## config.mk

```make
export PLATFORM = sky130hd
export DESIGN_NAME = cfgreq_gen
export DESIGN_NICKNAME = d
export VERILOG_FILES = /design/src/rtl/cfgreq_pkg.sv /design/src/rtl/cfgreq_filter.sv /design/src/rtl/cfgreq_hdr.sv /design/src/rtl/cfgreq_seq.sv /design/src/rtl/cfgreq_gen.sv
export SDC_FILE = /design/constraint.sdc
export NUM_CORES = 1
export LEC_CHECK = 0
export ABC_CLOCK_PERIOD_IN_PS = 3200
export BUFFER_PORTS_ARGS = -buffer_cell sky130_fd_sc_hd__buf_4
export CAP_MARGIN = 20
export CORE_AREA = 2 2 101 103
export CTS_BUF_LIST = sky130_fd_sc_hd__clkbuf_4
export CTS_CLUSTER_DIAMETER = 80
export DETAILED_ROUTE_END_ITERATION = 7
export DIE_AREA = 0 0 103 105
export GPL_ROUTABILITY_DRIVEN = 0
export PLACE_DENSITY = 0.87
export SLEW_MARGIN = 20
export SYNTH_ARGS = -nofsm -noshare
export SYNTH_HDL_FRONTEND = slang
export SYNTH_SLANG_ARGS = --single-unit
```

## constraint.sdc

```tcl
create_clock -name clk -period 3.2 [get_ports clk]
set_input_delay 0.64 -clock clk [delete_from_list [all_inputs] [get_ports clk]]
set_output_delay 0.64 -clock clk [all_outputs]
set_load 0.005 [all_outputs]
```

## src/rtl/cfgreq_pkg.sv

```systemverilog
package cfgreq_pkg;

   // Sequencer position within a packet
   typedef enum logic [1:0] {
      BT_IDLE   = 2'd0,
      BT_FIRST  = 2'd1,
      BT_SECOND = 2'd2,
      BT_THIRD  = 2'd3
   } beat_e;

   // Size codes on req_size
   localparam logic [1:0] SZ_BYTE = 2'd0;
   localparam logic [1:0] SZ_HALF = 2'd1;

   // Everything the sequencer needs for one packet
   typedef struct packed {
      logic [31:0] w0;
      logic [31:0] w1;
      logic [31:0] w2;
      logic [31:0] dat;
      logic        three;     // data travels in its own beat
      logic        upd_root;  // packet rewrites the root bus number
   } cfg_pkt_t;

endpackage

```

## src/rtl/cfgreq_filter.sv

```systemverilog
module cfgreq_filter #(
   parameter int ADDR_W   = 12,
   parameter int BAR0_OFS = 'h10
) (
   input  logic [7:0]        root,
   input  logic [7:0]        bus,
   input  logic [7:0]        devfn,
   input  logic [ADDR_W-1:0] addr,
   output logic              type0,
   output logic              reject
);
   localparam logic [ADDR_W-1:0] BAR0_A = ADDR_W'(BAR0_OFS);

   logic dev_nz;
   logic below_root;

   always_comb begin
      type0      = (bus == root);
      below_root = (bus == 8'(root + 8'd1));
      dev_nz     = (devfn[7:3] != 5'd0);
      reject     = (type0 && dev_nz)
                || (below_root && dev_nz)
                || (type0 && (devfn == 8'd0) && (addr == BAR0_A));
   end
endmodule

```

## src/rtl/cfgreq_hdr.sv

```systemverilog
module cfgreq_hdr
   import cfgreq_pkg::*;
#(
   parameter int ADDR_W     = 12,
   parameter int RD_TAG     = 'h1D,
   parameter int WR_TAG     = 'h10,
   parameter int BUSNUM_OFS = 'h18
) (
   input  logic              write,
   input  logic              type0,
   input  logic [7:0]        root,
   input  logic [7:0]        bus,
   input  logic [7:0]        devfn,
   input  logic [ADDR_W-1:0] addr,
   input  logic [1:0]        size,
   input  logic [31:0]       wdata,
   output cfg_pkt_t          pkt
);
   localparam logic [ADDR_W-1:0] BUSNUM_A = ADDR_W'(BUSNUM_OFS);

   logic [7:0]  fmt;
   logic [7:0]  tag;
   logic [7:0]  be;
   logic [31:0] mask;
   logic [15:0] ofs;

   always_comb begin
      fmt = {1'b0, write, 3'b000, 1'b1, 1'b0, ~type0};
      tag = write ? 8'(WR_TAG) : 8'(RD_TAG);
      unique case (size)
         SZ_BYTE: begin be = 8'h01 << addr[1:0]; mask = 32'h0000_00FF; end
         SZ_HALF: begin be = 8'h03 << addr[1:0]; mask = 32'h0000_FFFF; end
         default: begin be = 8'h0F;              mask = 32'hFFFF_FFFF; end
      endcase
      ofs      = 16'(addr);
      ofs[1:0] = 2'b00;

      pkt.w0       = {fmt, 8'h00, 16'h0001};
      pkt.w1       = {root, 8'h00, tag, be};
      pkt.w2       = {bus, devfn, ofs};
      pkt.dat      = write ? ((wdata & mask) << {addr[1:0], 3'b000}) : 32'h0;
      pkt.three    = write && !addr[2];
      pkt.upd_root = write && type0 && (addr[ADDR_W-1:2] == BUSNUM_A[ADDR_W-1:2]);
   end
endmodule

```

## src/rtl/cfgreq_seq.sv

```systemverilog
module cfgreq_seq
   import cfgreq_pkg::*;
(
   input  logic        clk,
   input  logic        rst_n,
   input  logic        load,
   input  cfg_pkt_t    pkt_in,
   input  logic        tx_ready,
   output logic        tx_valid,
   output logic [63:0] tx_data,
   output logic        tx_sop,
   output logic        tx_eop,
   output logic        fin
);
   beat_e    st;
   cfg_pkt_t pkt_q;
   logic     take;

   assign take = tx_valid && tx_ready;

   always_ff @(posedge clk) begin
      if (!rst_n) begin
         st    <= BT_IDLE;
         pkt_q <= '0;
      end else begin
         if (load) begin
            st    <= BT_FIRST;
            pkt_q <= pkt_in;
         end else if (take) begin
            unique case (st)
               BT_FIRST:  st <= BT_SECOND;
               BT_SECOND: st <= pkt_q.three ? BT_THIRD : BT_IDLE;
               default:   st <= BT_IDLE;
            endcase
         end
      end
   end

   always_comb begin
      tx_valid = (st != BT_IDLE);
      tx_sop   = 1'b0;
      tx_eop   = 1'b0;
      tx_data  = 64'h0;
      unique case (st)
         BT_FIRST: begin
            tx_data = {pkt_q.w1, pkt_q.w0};
            tx_sop  = 1'b1;
         end
         BT_SECOND: begin
            tx_data = {pkt_q.three ? 32'h0 : pkt_q.dat, pkt_q.w2};
            tx_eop  = !pkt_q.three;
         end
         BT_THIRD: begin
            tx_data = {32'h0, pkt_q.dat};
            tx_eop  = 1'b1;
         end
         default: ;
      endcase
      fin = take && tx_eop;
   end
endmodule

```

## src/rtl/cfgreq_gen.sv

```systemverilog
module cfgreq_gen
   import cfgreq_pkg::*;
#(
   parameter int ADDR_W       = 12,
   parameter int ROOT_BUS_RST = 0,
   parameter int BAR0_OFS     = 'h10,
   parameter int BUSNUM_OFS   = 'h18,
   parameter int RD_TAG       = 'h1D,
   parameter int WR_TAG       = 'h10
) (
   input  logic              clk,
   input  logic              rst_n,
   input  logic              req_valid,
   output logic              req_ready,
   input  logic              req_write,
   input  logic [7:0]        req_bus,
   input  logic [7:0]        req_devfn,
   input  logic [ADDR_W-1:0] req_addr,
   input  logic [1:0]        req_size,
   input  logic [31:0]       req_wdata,
   output logic              req_reject,
   output logic              tx_valid,
   input  logic              tx_ready,
   output logic [63:0]       tx_data,
   output logic              tx_sop,
   output logic              tx_eop,
   output logic              busy,
   output logic [7:0]        root_bus
);
   generate
      if (ADDR_W < 8 || ADDR_W > 16) begin : g_bad_addr_w
         $error("cfgreq_gen: ADDR_W must lie in 8..16");
      end
      if (ROOT_BUS_RST < 0 || ROOT_BUS_RST > 255) begin : g_bad_root
         $error("cfgreq_gen: ROOT_BUS_RST must fit in 8 bits");
      end
      if (BAR0_OFS >= (1 << ADDR_W) || BUSNUM_OFS >= (1 << ADDR_W)) begin : g_bad_ofs
         $error("cfgreq_gen: register offsets exceed the address width");
      end
   endgenerate

   logic     accept;
   logic     type0;
   logic     refuse;
   logic     fin;
   logic     upd_q;
   logic [7:0] new_root_q;
   cfg_pkt_t pkt;

   assign busy      = tx_valid;
   assign req_ready = !busy;
   assign accept    = req_valid && req_ready;

   cfgreq_filter #(.ADDR_W(ADDR_W), .BAR0_OFS(BAR0_OFS)) u_filter (
      .root   (root_bus),
      .bus    (req_bus),
      .devfn  (req_devfn),
      .addr   (req_addr),
      .type0  (type0),
      .reject (refuse)
   );

   cfgreq_hdr #(.ADDR_W(ADDR_W), .RD_TAG(RD_TAG), .WR_TAG(WR_TAG),
                .BUSNUM_OFS(BUSNUM_OFS)) u_hdr (
      .write (req_write),
      .type0 (type0),
      .root  (root_bus),
      .bus   (req_bus),
      .devfn (req_devfn),
      .addr  (req_addr),
      .size  (req_size),
      .wdata (req_wdata),
      .pkt   (pkt)
   );

   cfgreq_seq u_seq (
      .clk      (clk),
      .rst_n    (rst_n),
      .load     (accept && !refuse),
      .pkt_in   (pkt),
      .tx_ready (tx_ready),
      .tx_valid (tx_valid),
      .tx_data  (tx_data),
      .tx_sop   (tx_sop),
      .tx_eop   (tx_eop),
      .fin      (fin)
   );

   always_ff @(posedge clk) begin
      if (!rst_n) begin
         req_reject <= 1'b0;
         upd_q      <= 1'b0;
         new_root_q <= 8'h00;
         root_bus   <= 8'(ROOT_BUS_RST);
      end else begin
         req_reject <= accept && refuse;
         if (accept && !refuse) begin
            upd_q      <= pkt.upd_root;
            new_root_q <= pkt.dat[7:0];
         end
         if (fin && upd_q) root_bus <= new_root_q;
      end
   end
endmodule

```

==> parameters.txt <==
Parameter                              Value

Synth
  Commonest register cell after synthesis ... sky130_fd_sc_hd__dfxtp_1
  Netlist Area Pre-Place ... 5116 um2
  Share of the yosys chip area belonging to registers ... around 34%
  Number of instances in the synthesized netlist ... roughly 660
  Number of storage elements in the synthesis netlist ... between 80 and 90
  Post-Synthesis Net Count ... 730
  Yosys synthesis warning count ... 0
  Number of enable-type register cells in the synthesized netlist ... 0
  Syn avg cell area ... 7.775 um2
  Post-synth ARST share ... 0%
  Number of distinct standard cells referenced by the synthesized netlist ... 40

Min path
  Hold crit path type ... primary input to flip-flop
  Hold Path Origin ... req_addr[4]

Worst setup path
  Arrival time at the worst endpoint ... 2220 ps
  First element of the critical path ... u_seq.st[0]$_SDFFE_PN0P_
  Setup Crit Path Kind ... flip-flop to primary output
  Type of destination of the critical path ... primary output
  Required time reported for the critical path endpoint ... 2560 ps
  Critical register-to-register path startpoint ... root_bus[0]$_SDFFE_PN0P_
  Critical-path maximum fanout ... 47
  Type of element launching the critical path ... flip-flop

Route
  Drt pass-1 iters ... 6
  Via Count ... 5,159
  Final Routed Wirelength ... 15,330 um
  Via density ... 5.751
  DRC violations left ... 0
  Post-route antenna net violation count ... 0
  Number of DRC markers after the initial detailed-route iteration ... 518
  Average wire per cell in the routed design ... approximately 17 um

Floorplanning
  Starting Density ... between 50% and 60%
  Die area ... 10,820 um2
  Width of the die ... roughly 100 um
  Placeable core region ... 9639 um2
  Num rows ... 36
  Overall die height ... 105 um
  I/O pins ... 145

Finish
  Ratio of cells with drive above 1 in the final layout ... 22.64%
  Post-layout net count ... 831
  Area Overhead vs Synth ... 22.50%
  Antenna Cells ... 0
  Fill count ... 816

CTS
  TritonCTS clock tree ... done
  Clock input transition at the sequential cells of the worst setup and hold paths ... 140 ps
  Clk Latency, worst-skew pair ... 440 ps
  Clock buffer count from CTS ... 9
  Clock Tree Buf Depth ... 2
  Number of H-tree levels ... 3
  Root Driver ... sky130_fd_sc_hd__clkbuf_4
  Number of sinks handled by clock tree synthesis ... 88

Timing
  Actual transition at the worst max-transition pin ... around 800 ps
  Slew margin rel. ... 45.24%
  WHS ... 441.7 ps
  Count of final max-slew check failures ... 0
  Sum Neg Setup Slack ... 0 ps
  Final setup violation count ... 0
  Fmax achieved ... about 350 MHz
  Fin crit period ... 2862 ps
  Setup clock skew after layout ... 21.47 ps
  Hold violation count in the final report ... 0
  Period Utilization, post-route ... between 80% and 90%
  RSZ-0062 raised after global routing ... false

Job
  Max-capacitance violation count ... 0

Global routing
  Number of global-route vias before repair ... 4,786
  Wire length of the first global-routing pass ... 23,720 um
  Pin count of the biggest net entering global routing ... 73
  Total global routing overflow ... 0
  Total routing usage reported by global routing ... 27.79%
  Number of antenna violations at the first check in global routing ... 0

Placement
  PortBufs ... 144
  Placed wire-length estimate ... ~11,000 um

Pwr
  Lkg Pwr ... 2.669 nW
  Worst supply voltage drop on vdd ... about 0.00024 V
  Pwr Density ... 339.5 nW/um2

Status
  Outcome ... finished clean
routing by layer:
metal,up-vias,wire (um),global-route usage (%)
met3,36,1292,3.679
li1,2445,-,-
met2,275,7274,43.88
met5,-,0,0
met1,2403,6335,37.66
met4,0,431,11.84
cell families (layout without fill, tap and decap cells):
kind of cell	after synthesis	in the layout	share of synthesized area, %
xor+xnor	14	14	2.397
flops	88	88	34.43
simple gates	294	294	24.70
compound gates	98	98	13.04
fa+ha+maj	5	5	1.223
buf+inv	67	173	6.187
mux	92	92	18.02
power by group:
part	switching, mW	internal [mW]
combinational	0.234	0.177
clock	0.380	0.158
sequential	0.0349	1.14
state kept, by name (all words and copies together) (netlist names):
signal       flops
u_seq.pkt_q     76
req_reject       1
root_bus         8
upd_q            1
u_seq.st         2
cell usage after synthesis (2+ instances only):
| cell | n | area share [%] |
|---|---|---|
| sky130_fd_sc_hd__nor2b_1 | 14 | 1.7 |
| sky130_fd_sc_hd__nor2_1 | 50 | 3.7 |
| sky130_fd_sc_hd__and2_1 | 7 | 0.86 |
| sky130_fd_sc_hd__nor3b_1 | 2 | 0.29 |
| sky130_fd_sc_hd__nand2b_1 | 3 | 0.37 |
| sky130_fd_sc_hd__buf_4 | 9 | 1.3 |
| sky130_fd_sc_hd__nand3_1 | 5 | 0.49 |
| sky130_fd_sc_hd__mux2i_1 | 91 | 18 |
| sky130_fd_sc_hd__ha_1 | 5 | 1.2 |
| sky130_fd_sc_hd__or2_2 | 2 | 0.24 |
| sky130_fd_sc_hd__and3_1 | 15 | 1.8 |
| sky130_fd_sc_hd__a21oi_1 | 7 | 0.68 |
| sky130_fd_sc_hd__a22oi_1 | 37 | 5.4 |
| sky130_fd_sc_hd__xnor2_1 | 12 | 2.1 |
| sky130_fd_sc_hd__dfxtp_1 | 88 | 34 |
| sky130_fd_sc_hd__clkbuf_1 | 37 | 2.7 |
| sky130_fd_sc_hd__inv_1 | 4 | 0.29 |
| sky130_fd_sc_hd__a222oi_1 | 2 | 0.39 |
| sky130_fd_sc_hd__nand2_1 | 181 | 13 |
| sky130_fd_sc_hd__buf_1 | 7 | 0.51 |
| sky130_fd_sc_hd__o21a_1 | 3 | 0.44 |
| sky130_fd_sc_hd__xor2_1 | 2 | 0.34 |
| sky130_fd_sc_hd__nor3_1 | 4 | 0.39 |
| sky130_fd_sc_hd__a32oi_1 | 8 | 1.4 |
| sky130_fd_sc_hd__nor4_1 | 2 | 0.24 |
| sky130_fd_sc_hd__nand4_1 | 5 | 0.61 |
| sky130_fd_sc_hd__buf_6 | 3 | 0.66 |
| sky130_fd_sc_hd__buf_2 | 7 | 0.68 |
| sky130_fd_sc_hd__o21ai_0 | 35 | 3.4 |
through the flow:
step | instances | area, um2 | util (%) | setup slack (ps) | power [mW]
5_1_grt | 897 | 6267 | 65.02 | 133.2 | 2.217
3_3_place_gp | 881 | 6150 | 63.80 | 424.5 | 1.588
3_5_place_dp | 881 | 6150 | 63.80 | 347.6 | 1.604
6_report | 897 | 6267 | 65.02 | 338.4 | 2.128
2_1_floorplan | 658 | 5116 | - | 692.2 | 1.454
4_1_cts | 897 | 6262 | 64.97 | 137.1 | 2.127
final cells by class:
type	instances	area [um2]	share of cell area (%)
Clock buffer	9	67.56	1.078
Tap cell	133	166.4	2.655
Timing Repair Buffer	153	1161	18.53
Inverter	4	15.01	0.2396
Clock inverter	7	45.04	0.7187
Multi-Input combinational cell	503	3050	48.67
Sequential cell	88	1762	28.11
path summary, 6_finish.rpt:
path                                   end  slack [ps]  cells after the start
min reg2reg   u_seq.pkt_q[77]$_SDFFE_PN0P_         470                      2
min           u_seq.pkt_q[38]$_SDFFE_PN0P_         440                      3
max                            tx_data[50]         340                      6
max reg2reg  u_seq.pkt_q[122]$_SDFFE_PN0P_         450                      7
timing repair:
item / CTS / global route
setup endpoints to repair: 0 / 3
hold buffers: 0 / 0
resized for setup: 0 / 1
buffers inserted: 0 / 0
worst max-delay path: stages (launching register included):
cell and delay (ps):
sky130_fd_sc_hd__dfxtp_1 370, sky130_fd_sc_hd__inv_1 80, sky130_fd_sc_hd__ha_1 180, sky130_fd_sc_hd__buf_4 420, sky130_fd_sc_hd__inv_1 310, sky130_fd_sc_hd__and3_1 270
sky130_fd_sc_hd__buf_4 130
cells in the final DEF (no fill, tap or decap), types with 2 or more instances in the layout:
cell type	instances
sky130_fd_sc_hd__o21a_1	3
sky130_fd_sc_hd__xnor2_1	12
sky130_fd_sc_hd__a21oi_1	7
sky130_fd_sc_hd__clkbuf_4	9
sky130_fd_sc_hd__dfxtp_1	88
sky130_fd_sc_hd__and3_1	15
sky130_fd_sc_hd__nand4_1	5
sky130_fd_sc_hd__nor4_1	2
sky130_fd_sc_hd__inv_1	4
sky130_fd_sc_hd__clkinv_1	2
sky130_fd_sc_hd__a22oi_1	37
sky130_fd_sc_hd__nor2b_1	13
sky130_fd_sc_hd__a222oi_1	2
sky130_fd_sc_hd__nand2_1	181
sky130_fd_sc_hd__nor2_1	50
sky130_fd_sc_hd__nor3_1	4
sky130_fd_sc_hd__nand3_1	5
sky130_fd_sc_hd__o21ai_0	35
sky130_fd_sc_hd__and2_1	7
sky130_fd_sc_hd__ha_1	5
sky130_fd_sc_hd__inv_6	2
sky130_fd_sc_hd__xor2_1	2
sky130_fd_sc_hd__nor3b_1	2
sky130_fd_sc_hd__or2_2	2
sky130_fd_sc_hd__a32oi_1	8
sky130_fd_sc_hd__buf_4	152
sky130_fd_sc_hd__mux2i_1	91
sky130_fd_sc_hd__nand2b_1	3
sky130_fd_sc_hd__clkinvlp_4	2
Power figures use the tool's default switching activity.
